**src/rtl/dram_ref_pkg.sv**
```systemverilog
package dram_ref_pkg;
  typedef enum logic [1:0] {
    ST_IDLE  = 2'd0,
    ST_SETUP = 2'd1,
    ST_ACT   = 2'd2,
    ST_PRE   = 2'd3
  } ref_state_e;
endpackage

```
**src/rtl/dram_ref_interval.sv**
```systemverilog
module dram_ref_interval #(
  parameter int REFI = 781
) (
  input  logic clk_i,
  input  logic rst_ni,
  output logic tick_o
);
  localparam int CW = $clog2(REFI + 1);
  localparam logic [CW-1:0] LAST = CW'(REFI - 1);

  logic [CW-1:0] cnt_q;

  assign tick_o = (cnt_q == LAST);

  always_ff @(posedge clk_i or negedge rst_ni) begin
    if (!rst_ni)     cnt_q <= '0;
    else if (tick_o) cnt_q <= '0;
    else             cnt_q <= cnt_q + 1'b1;
  end
endmodule

```
**src/rtl/dram_ref_pending.sv**
```systemverilog
module dram_ref_pending #(
  parameter int MAX_PEND = 2
) (
  input  logic clk_i,
  input  logic rst_ni,
  input  logic tick_i,
  input  logic take_i,
  output logic pend_nz_o,
  output logic ovf_o
);
  localparam int PW = $clog2(MAX_PEND + 1);
  localparam logic [PW-1:0] FULL = PW'(MAX_PEND);

  logic [PW-1:0] pend_q;
  logic          ovf_q;

  assign pend_nz_o = (pend_q != '0);
  assign ovf_o     = ovf_q;

  always_ff @(posedge clk_i or negedge rst_ni) begin
    if (!rst_ni) begin
      pend_q <= '0;
      ovf_q  <= 1'b0;
    end else begin
      unique case ({tick_i, take_i})
        2'b10: begin
          if (pend_q == FULL) ovf_q  <= 1'b1;
          else                pend_q <= pend_q + 1'b1;
        end
        2'b01:   pend_q <= pend_q - 1'b1;
        default: pend_q <= pend_q;
      endcase
    end
  end
endmodule

```
**src/rtl/dram_ref_cycle.sv**
```systemverilog
module dram_ref_cycle
  import dram_ref_pkg::*;
#(
  parameter int T_SU     = 2,
  parameter int T_RAS    = 3,
  parameter int T_RP     = 3,
  parameter bit RAS_ONLY = 1'b0
) (
  input  logic clk_i,
  input  logic rst_ni,
  input  logic start_i,
  output logic idle_o,
  output logic ras_n_o,
  output logic cas_n_o,
  output logic addr_oe_o,
  output logic row_adv_o
);
  localparam int TMAX = (T_SU > T_RAS) ? ((T_SU > T_RP) ? T_SU : T_RP)
                                       : ((T_RAS > T_RP) ? T_RAS : T_RP);
  localparam int TW = $clog2(TMAX + 1);
  localparam logic [TW-1:0] SU_LD  = TW'(T_SU - 1);
  localparam logic [TW-1:0] RAS_LD = TW'(T_RAS - 1);
  localparam logic [TW-1:0] RP_LD  = TW'(T_RP - 1);

  ref_state_e    st_q;
  logic [TW-1:0] tmr_q;
  logic          tmr_done;

  assign tmr_done = (tmr_q == '0);

  always_ff @(posedge clk_i or negedge rst_ni) begin
    if (!rst_ni) begin
      st_q  <= ST_IDLE;
      tmr_q <= '0;
    end else begin
      unique case (st_q)
        ST_IDLE: if (start_i) begin
          st_q  <= ST_SETUP;
          tmr_q <= SU_LD;
        end
        ST_SETUP: begin
          if (tmr_done) begin
            st_q  <= ST_ACT;
            tmr_q <= RAS_LD;
          end else tmr_q <= tmr_q - 1'b1;
        end
        ST_ACT: begin
          if (tmr_done) begin
            st_q  <= ST_PRE;
            tmr_q <= RP_LD;
          end else tmr_q <= tmr_q - 1'b1;
        end
        ST_PRE: begin
          if (tmr_done) st_q <= ST_IDLE;
          else          tmr_q <= tmr_q - 1'b1;
        end
        default: st_q <= ST_IDLE;
      endcase
    end
  end

  assign idle_o    = (st_q == ST_IDLE);
  assign ras_n_o   = (st_q != ST_ACT);
  assign row_adv_o = (st_q == ST_ACT) && tmr_done;

  generate
    if (RAS_ONLY) begin : g_ras_only
      assign cas_n_o   = 1'b1;
      assign addr_oe_o = (st_q == ST_SETUP) || (st_q == ST_ACT);
    end else begin : g_cbr
      // column strobe leads the row strobe and holds through the active phase
      assign cas_n_o   = !((st_q == ST_SETUP) || (st_q == ST_ACT));
      assign addr_oe_o = 1'b0;
    end
  endgenerate
endmodule

```
**src/rtl/dram_ref_row.sv**
```systemverilog
module dram_ref_row #(
  parameter int ROW_W = 11
) (
  input  logic             clk_i,
  input  logic             rst_ni,
  input  logic             adv_i,
  output logic [ROW_W-1:0] row_o
);
  always_ff @(posedge clk_i or negedge rst_ni) begin
    if (!rst_ni)    row_o <= '0;
    else if (adv_i) row_o <= row_o + 1'b1;  // natural wrap at 2**ROW_W
  end
endmodule

```
**src/rtl/dram_refresh_sched.sv**
```systemverilog
module dram_refresh_sched #(
  parameter int CLK_KHZ  = 50000,
  parameter bit MODE_4K  = 1'b0,
  parameter bit RAS_ONLY = 1'b0,
  parameter int T_SU     = 2,
  parameter int T_RAS    = 3,
  parameter int T_RP     = 3,
  parameter int ROW_W    = MODE_4K ? 12 : 11
) (
  input  logic             clk_i,
  input  logic             rst_ni,
  input  logic             gnt_i,
  output logic             req_o,
  output logic             busy_o,
  output logic             ras_n_o,
  output logic             cas_n_o,
  output logic             oe_n_o,
  output logic             we_n_o,
  output logic [ROW_W-1:0] addr_o,
  output logic             addr_oe_o,
  output logic             ovf_o
);
  localparam int ROWS   = 1 << ROW_W;
  localparam int RET_MS = MODE_4K ? 64 : 32;
  localparam int REFI   = (CLK_KHZ * RET_MS) / ROWS;

  logic tick, pend_nz, idle, start, row_adv;
  logic [ROW_W-1:0] row;

  dram_ref_interval #(.REFI(REFI)) u_interval (
    .clk_i(clk_i), .rst_ni(rst_ni), .tick_o(tick)
  );

  dram_ref_pending #(.MAX_PEND(2)) u_pending (
    .clk_i(clk_i), .rst_ni(rst_ni), .tick_i(tick), .take_i(start),
    .pend_nz_o(pend_nz), .ovf_o(ovf_o)
  );

  dram_ref_cycle #(
    .T_SU(T_SU), .T_RAS(T_RAS), .T_RP(T_RP), .RAS_ONLY(RAS_ONLY)
  ) u_cycle (
    .clk_i(clk_i), .rst_ni(rst_ni), .start_i(start), .idle_o(idle),
    .ras_n_o(ras_n_o), .cas_n_o(cas_n_o), .addr_oe_o(addr_oe_o),
    .row_adv_o(row_adv)
  );

  dram_ref_row #(.ROW_W(ROW_W)) u_row (
    .clk_i(clk_i), .rst_ni(rst_ni), .adv_i(row_adv), .row_o(row)
  );

  assign req_o  = pend_nz && idle;
  assign start  = req_o && gnt_i;
  assign busy_o = !idle;
  assign oe_n_o = 1'b1;
  assign we_n_o = 1'b1;
  assign addr_o = RAS_ONLY ? row : '0;
endmodule

```
**config.mk**
```make
export PLATFORM = sky130hd
export DESIGN_NAME = dram_refresh_sched
export DESIGN_NICKNAME = d
export VERILOG_FILES = /design/src/rtl/dram_ref_pkg.sv /design/src/rtl/dram_ref_interval.sv /design/src/rtl/dram_ref_pending.sv /design/src/rtl/dram_ref_cycle.sv /design/src/rtl/dram_ref_row.sv /design/src/rtl/dram_refresh_sched.sv
export SDC_FILE = /design/constraint.sdc
export NUM_CORES = 1
export LEC_CHECK = 0
export BUFFER_PORTS_ARGS = -buffer_cell sky130_fd_sc_hd__buf_4
export CAP_MARGIN = 0
export CORE_ASPECT_RATIO = 0.7
export CORE_MARGIN = 2
export CORE_UTILIZATION = 35
export DETAILED_ROUTE_END_ITERATION = 12
export PLACE_DENSITY = 0.58
export SKIP_CTS_REPAIR_TIMING = 1
export SYNTH_ARGS = -nofsm -noshare
export SYNTH_HDL_FRONTEND = slang
export SYNTH_SLANG_ARGS = --single-unit
```
**constraint.sdc**
```tcl
create_clock -name clk_i -period 1.7 [get_ports clk_i]
set_input_delay 0.34 -clock clk_i [delete_from_list [all_inputs] [get_ports clk_i]]
set_output_delay 0.34 -clock clk_i [all_outputs]
set_load 0.005 [all_outputs]
```
==> results.json, run 1 <==
{
  "drive_gt1_share_pct": 14.5,
  "cts_buffers": 3,
  "fp.dieW_um": 69.7,
  "setup_slack_ns": 0.147,
  "synth_edf_count": 0,
  "netlist_top_cells_area": "dfrtp_1, ha_1, buf_4",
  "setup_viol": 0,
  "grt_max_degree": 18,
  "cts_root_buffer": "clkbuf_8",
  "clockBufferDepth": 2,
  "synth_top_area_share_pct": 40.3,
  "wl_per_cell_um": 10.6,
  "synth_top_area_cell": "dfrtp_1",
  "cap_viol_max_count": 0,
  "h-tree-depth": 1,
  "period_needed_ns": 1.55,
  "crit_path_start_kind": "flip-flop",
  "fin_crit_sh_pct": 91.3,
  "post_drt_via_cell_ratio": 4.42,
  "final_cells": 153,
  "hold_class": "input pin to flip-flop",
  "rsz0062_at_grt": "no",
  "crit_chain": "inv_2, ha_4, inv_1, nor2_1, buf_4",
  "coreArea_um2": 2840,
  "cts_tree": "built",
  "syn_inst": 108,
  "syn_to_final_growth_pct": 8.89,
  "antenna_found_initial": 0,
  "drv_slew": 0,
  "crit_type": "flip-flop to output port",
  "path_delay_family": "flip-flops",
  "max_stage_delay_ns": 0.41,
  "multi_input_area_um2": 534,
  "clock_skew_ns": 0.00499,
  "peakVddDrop_mv": 0.553,
  "hpwl_mm": 1.22,
  "fillers": 284,
  "placed_cell_area_um2": 1080,
  "initialDrtViolationCount": 8,
  "required_ns": 1.36,
  "synth_cell_types": 30,
  "tns_ns": 0,
  "grt_pass1_wl_mm": 2.83,
  "cts_sinks": 17,
  "ys.flop_type": "dfrtp_1",
  "worst_ep_arrival_time_ns": 1.21,
  "wirelength_mm": 1.62,
  "async_flop_share_pct": 100,
  "p_per_area_nw_per_um2": 1360,
  "slowest_stage": "dfrtp_1",
  "max_freq_mhz": 644,
  "status": "finished clean",
  "dr.pass1.iters": 2,
  "p_leak_nw": 0.569,
  "cp-end-kind": "output port",
  "syn_area_per_cell_um2": 9.78,
  "dp_cells": 148,
  "grtUsageTotal_pct": 10.6,
  "synth_seq_cells": 17,
  "grt-ovfl-total": 0,
  "clk_latency_ns": 0.25,
  "antenna_cells": 0,
  "ff_latch_area_um2": 425,
  "clk_pin_slew_ns": 0.07,
  "drc": 0,
  "io_pins": 22,
  "ant_nets": 0,
  "num_rows": 16,
  "place_congestion": 0.694,
  "dpl_worst_slack_ns": 0.0492,
  "syn_area_um2": 1060,
  "crit_buf_inv": 3,
  "dieHeight_um": 50.0,
  "die_area_um2": 3480,
  "first_global_vias": 612,
  "fin_nets": 130,
  "path_max_fanout": 5,
  "portBuffers": 7,
  "vias": 677,
  "finish.instance_area_um2": 1150,
  "yosysSeqAreaShare_pct": 40.3,
  "yosysWarnings": 0,
  "initial_core_util_pct": 37.1,
  "hold_violations": 0
}
-- layout make-up --
type / instances / share of cell area, %
Sequential cell: 17 / 37.0
Inverter: 10 / 3.26
Timing Repair Buffer: 8 / 5.44
Multi-Input combinational cell: 78 / 46.5
Clock buffer: 4 / 3.92
Tap cell: 36 / 3.92
-- worst reg2reg max path: stages, from the launching register on --
cell and delay (ns):
dfrtp_1 0.41, inv_1 0.10, ha_1 0.14, and4b_1 0.19, and3_4 0.26, mux2i_1 0.23
xnor2_1 0.13
-- layer usage --
layer / part of all wire (%) / vias to the layer above / GRT usage (%) / wire length (um)
met1: 52 / 308 / 13.7 / 836
met3: 5.0 / 2 / 3.68 / 81
li1: - / 347 / - / -
met4: 1.9 / 0 / 4.81 / 31
met2: 41 / 20 / 16.0 / 671
met5: 0 / - / 0 / 0
-- worst paths after layout --
path / from / slack, ns / depth (start not counted) / end
setup / recovery: u_cycle.st_q[0]$_DFFE_PN0P_ / 0.15 / 5 / req_o
hold / removal: gnt_i / 0.45 / 4 / u_pending.pend_q[0]$_DFFE_PN0P_
setup reg to reg: u_interval.cnt_q[0]$_DFF_PN0_ / 0.16 / 6 / u_pending.pend_q[1]$_DFFE_PN0P_
hold reg to reg: u_pending.ovf_o$_DFFE_PN0P_ / 0.47 / 1 / u_pending.ovf_o$_DFFE_PN0P_
max in group asynchronous: rst_ni / 1.03 / 2 / u_cycle.st_q[1]$_DFFE_PN0P_
min in group asynchronous: rst_ni / 0.48 / 2 / u_interval.cnt_q[9]$_DFF_PN0_
-- Yosys cell counts, drive strengths merged, types with 2 or more instances --
library cell / instances
ha: 9
nor3: 2
and3: 2
dfrtp: 17
xor2: 4
mux2i: 3
conb: 2
buf: 15
xnor2: 5
nand4: 3
nand2: 6
nand3: 2
inv: 10
nor2: 13
o21ai: 3
-- per-stage QoR --
step | power, mW | hold WS (ns) | util, %
floorplan | 1.03 | 0.0444 | -
global placement | 1.19 | 0.219 | 38.1
detailed placement | 1.22 | 0.219 | 38.1
CTS | 1.52 | -0.0546 | 39.7
global route | 1.72 | 0.472 | 40.4
finish | 1.57 | 0.453 | 40.4
-- cells in the final DEF (no fill, tap or decap) --
cell type,count
xor2_1,4
a41o_1,1
o21bai_1,1
xnor2_1,5
ha_1,8
mux2i_1,3
and3_4,1
nor4_1,1
or3_1,1
clkbuf_8,3
nor2b_1,1
a221oi_1,1
nor2_1,13
inv_2,2
o21ai_1,2
a21oi_1,1
clkbuf_1,1
and2_1,1
dlygate4sd3_1,1
buf_4,7
conb_1,14
nand2_1,6
a22o_1,1
o211ai_2,1
o21ai_0,1
nand3_1,2
nand4_1,3
nor3_1,2
dfrtp_1,17
inv_1,8
and3_2,1
o41ai_2,1
ha_4,1
and4b_1,1
-- sequential cells by signal (all words and copies together), names as in the netlist --
register and count:
u_pending.ovf_o 1, u_cycle.st_q 2, u_interval.cnt_q 10, u_pending.pend_q 2, u_cycle.tmr_q 2
-- kinds of logic (layout without fill, tap and decap cells) --
family	Yosys count	count (layout)	synth area share, %
compound gates	10	10	7.94
xor+xnor	9	9	7.46
fa+ha+maj	9	9	10.7
buf+inv	25	22	14.6
flops	17	17	40.3
mux	3	3	2.84
other cells	2	14	0.711
simple gates	33	33	15.5
-- where the power goes --
part / leakage, nW / total, mW / internal (mW) / switching [mW]
Combinational: 0.333 / 0.717 / 0.341 / 0.376
Sequential: 0.213 / 0.550 / 0.480 / 0.0705
Clock: 0.0228 / 0.299 / 0.166 / 0.133
Total: 0.569 / 1.57 / 0.987 / 0.579
Note: power is estimated with default switching activity, not from simulation.
==> run 2: changes to the inputs <==
==> constraint.sdc (replaced) <==
create_clock -name clk_i -period 1.7 [get_ports clk_i]
set_input_delay 0.085 -clock clk_i [delete_from_list [all_inputs] [get_ports clk_i]]
set_output_delay 0.085 -clock clk_i [all_outputs]
set_load 0.005 [all_outputs]
==> run 2 against run 1 <==
Compared with the run above: die area stayed put; power is 0.42% lower; sequential cell count stayed put; utilization stayed put; global-route usage stayed put; clock skew stayed put.
==> results.json, run 2 (synthesis gave the netlist of run 1 again) <==
{
  "p_per_area_nw_per_um2": 1360,
  "fin_crit_sh_pct": 92.7,
  "syn_to_final_growth_pct": 8.89,
  "hold_violations": 0,
  "clk_pin_slew_ns": 0.07,
  "max_freq_mhz": 634,
  "seqPwrFrac_pct": 35.0,
  "grt_util_met2_pct": 16.0,
  "num_rows": 16,
  "portBuffers": 7,
  "cp-end-kind": "flip-flop",
  "clock_skew_ns": 0.00499,
  "timing.reg2reg.worst_path_depth": 5,
  "fp.dieW_um": 69.7,
  "clkPwrFrac_pct": 19.2,
  "switchingPower_uw": 575,
  "top_register": "u_interval.cnt_q",
  "crit_path_start_kind": "flip-flop",
  "cts_tree": "built",
  "final_cell_mix": "dfrtp_1, conb_1, nor2_1",
  "clk_latency_ns": 0.25,
  "hp-start": "gnt_i",
  "drive_gt1_share_pct": 12.8,
  "vias": 676,
  "grt_pass1_wl_mm": 2.83,
  "fin_nets": 130,
  "peakVddDrop_mv": 0.553,
  "place_congestion": 0.694,
  "rrSetupSlack_ns": 0.12,
  "first_global_vias": 612,
  "grt_util_met3_pct": 3.68,
  "use_met1_pct": 13.7,
  "grtUsageTotal_pct": 10.6,
  "rsz0062_at_grt": "no",
  "power.internal_uw": 985,
  "cts_buffers": 3,
  "clockBufferDepth": 2,
  "drv_slew": 0,
  "max_stage_delay_ns": 0.40,
  "path_max_fanout": 5,
  "hpwl_mm": 1.22,
  "worst_ep_arrival_time_ns": 1.72,
  "hold_class": "input pin to flip-flop",
  "coreArea_um2": 2840,
  "cts_sinks": 17,
  "largest_reg_flops": 10,
  "dieHeight_um": 50.0,
  "dr.pass1.iters": 2,
  "initialDrtViolationCount": 8,
  "crit_type": "flip-flop to flip-flop",
  "r2r_end": "u_cycle.tmr_q[1]$_DFFE_PN0P_",
  "cts_root_buffer": "clkbuf_8",
  "swShare_pct": 36.8,
  "r2r_start": "u_cycle.st_q[0]$_DFFE_PN0P_",
  "post_drt_via_cell_ratio": 4.42,
  "antenna_cells": 0,
  "utilization_pct": 40.4,
  "grt_max_degree": 18,
  "h-tree-depth": 1,
  "wirelength_mm": 1.62,
  "ant_nets": 0,
  "io_pins": 22,
  "finish.instance_area_um2": 1150,
  "status": "finished clean",
  "period_needed_ns": 1.58,
  "drc": 0,
  "layout_commonest_cell": "dfrtp_1",
  "grt-ovfl-total": 0,
  "cap_viol_max_count": 0,
  "placed_cell_area_um2": 1080,
  "grt-busiest-layer": "met2",
  "slowest_stage": "dfrtp_1",
  "initial_core_util_pct": 37.1,
  "crit_chain": "inv_1, ha_4, o211ai_2, a22o_1, o41ai_2",
  "antenna_found_initial": 0,
  "hold_end": "u_pending.pend_q[0]$_DFFE_PN0P_",
  "required_ns": 1.85,
  "die_area_um2": 3480,
  "p_leak_nw": 0.571,
  "setup_viol": 0,
  "wl_per_cell_um": 10.6,
  "tns_ns": 0,
  "pwr-share-comb_pct": 45.8,
  "hold_depth": 4
}
[run 2: worst max-delay path by stage]
stage	from	to	slack [ns]	cells after the start
finish	u_cycle.st_q[0]$_DFFE_PN0P_	u_cycle.tmr_q[1]$_DFFE_PN0P_	0.12	5
global placement	u_cycle.st_q[1]$_DFFE_PN0P_	u_cycle.tmr_q[1]$_DFFE_PN0P_	0.09	5
detailed placement	u_cycle.st_q[0]$_DFFE_PN0P_	u_cycle.tmr_q[1]$_DFFE_PN0P_	0.05	5
CTS	u_cycle.st_q[1]$_DFFE_PN0P_	u_cycle.tmr_q[1]$_DFFE_PN0P_	0.04	5
floorplan	u_cycle.st_q[0]$_DFFE_PN0P_	u_cycle.tmr_q[1]$_DFFE_PN0P_	0.25	5
global route	u_cycle.st_q[0]$_DFFE_PN0P_	u_cycle.tmr_q[1]$_DFFE_PN0P_	0.01	5
[run 2: stage by stage]
step | std cells | hold slack [ns] | setup slack (ns) | power [mW]
after floorplan | 120 | -0.211 | 0.247 | 1.03
after global routing | 153 | 0.217 | 0.0139 | 1.71
after global placement | 148 | -0.0361 | 0.0938 | 1.19
after CTS | 152 | -0.310 | 0.0355 | 1.52
final | 153 | 0.198 | 0.123 | 1.56
after detailed placement | 148 | -0.0365 | 0.0492 | 1.22
[run 2: area by class of cell]
class / count / area (um2)
timing repair buffer: 8 / 62.6
sequential: 17 / 425
tap: 36 / 45.0
multi-input combinational: 78 / 534
fill: 284 / 1690
inverter: 10 / 37.5
clock buffer: 4 / 45.0
[run 2: power groups by stage]
stage	sequential [mW]	clock [mW]	combinational, mW
2_1_floorplan	0.536	0	0.490
3_3_place_gp	0.547	0	0.645
3_5_place_dp	0.550	0	0.670
4_1_cts	0.545	0.308	0.672
5_1_grt	0.559	0.331	0.822
6_report	0.546	0.299	0.714
[run 2: critical path, delay by kind of cell (launching register included)]
| family | cells | cell delay (ns) |
|---|---|---|
| AO/OA/AOI/OAI | 3 | 0.71 |
| adder cells (fa/ha/maj) | 1 | 0.19 |
| buffers and inverters | 1 | 0.17 |
| flip-flops | 1 | 0.40 |
[run 2: routing by layer]
layer | part of all wire (%) | vias to the layer above | wire length (um)
li1 | - | 346 | -
met1 | 52 | 308 | 834
met2 | 42 | 20 | 672
met3 | 5.0 | 2 | 81
met4 | 1.9 | 0 | 31
met5 | 0 | - | 0
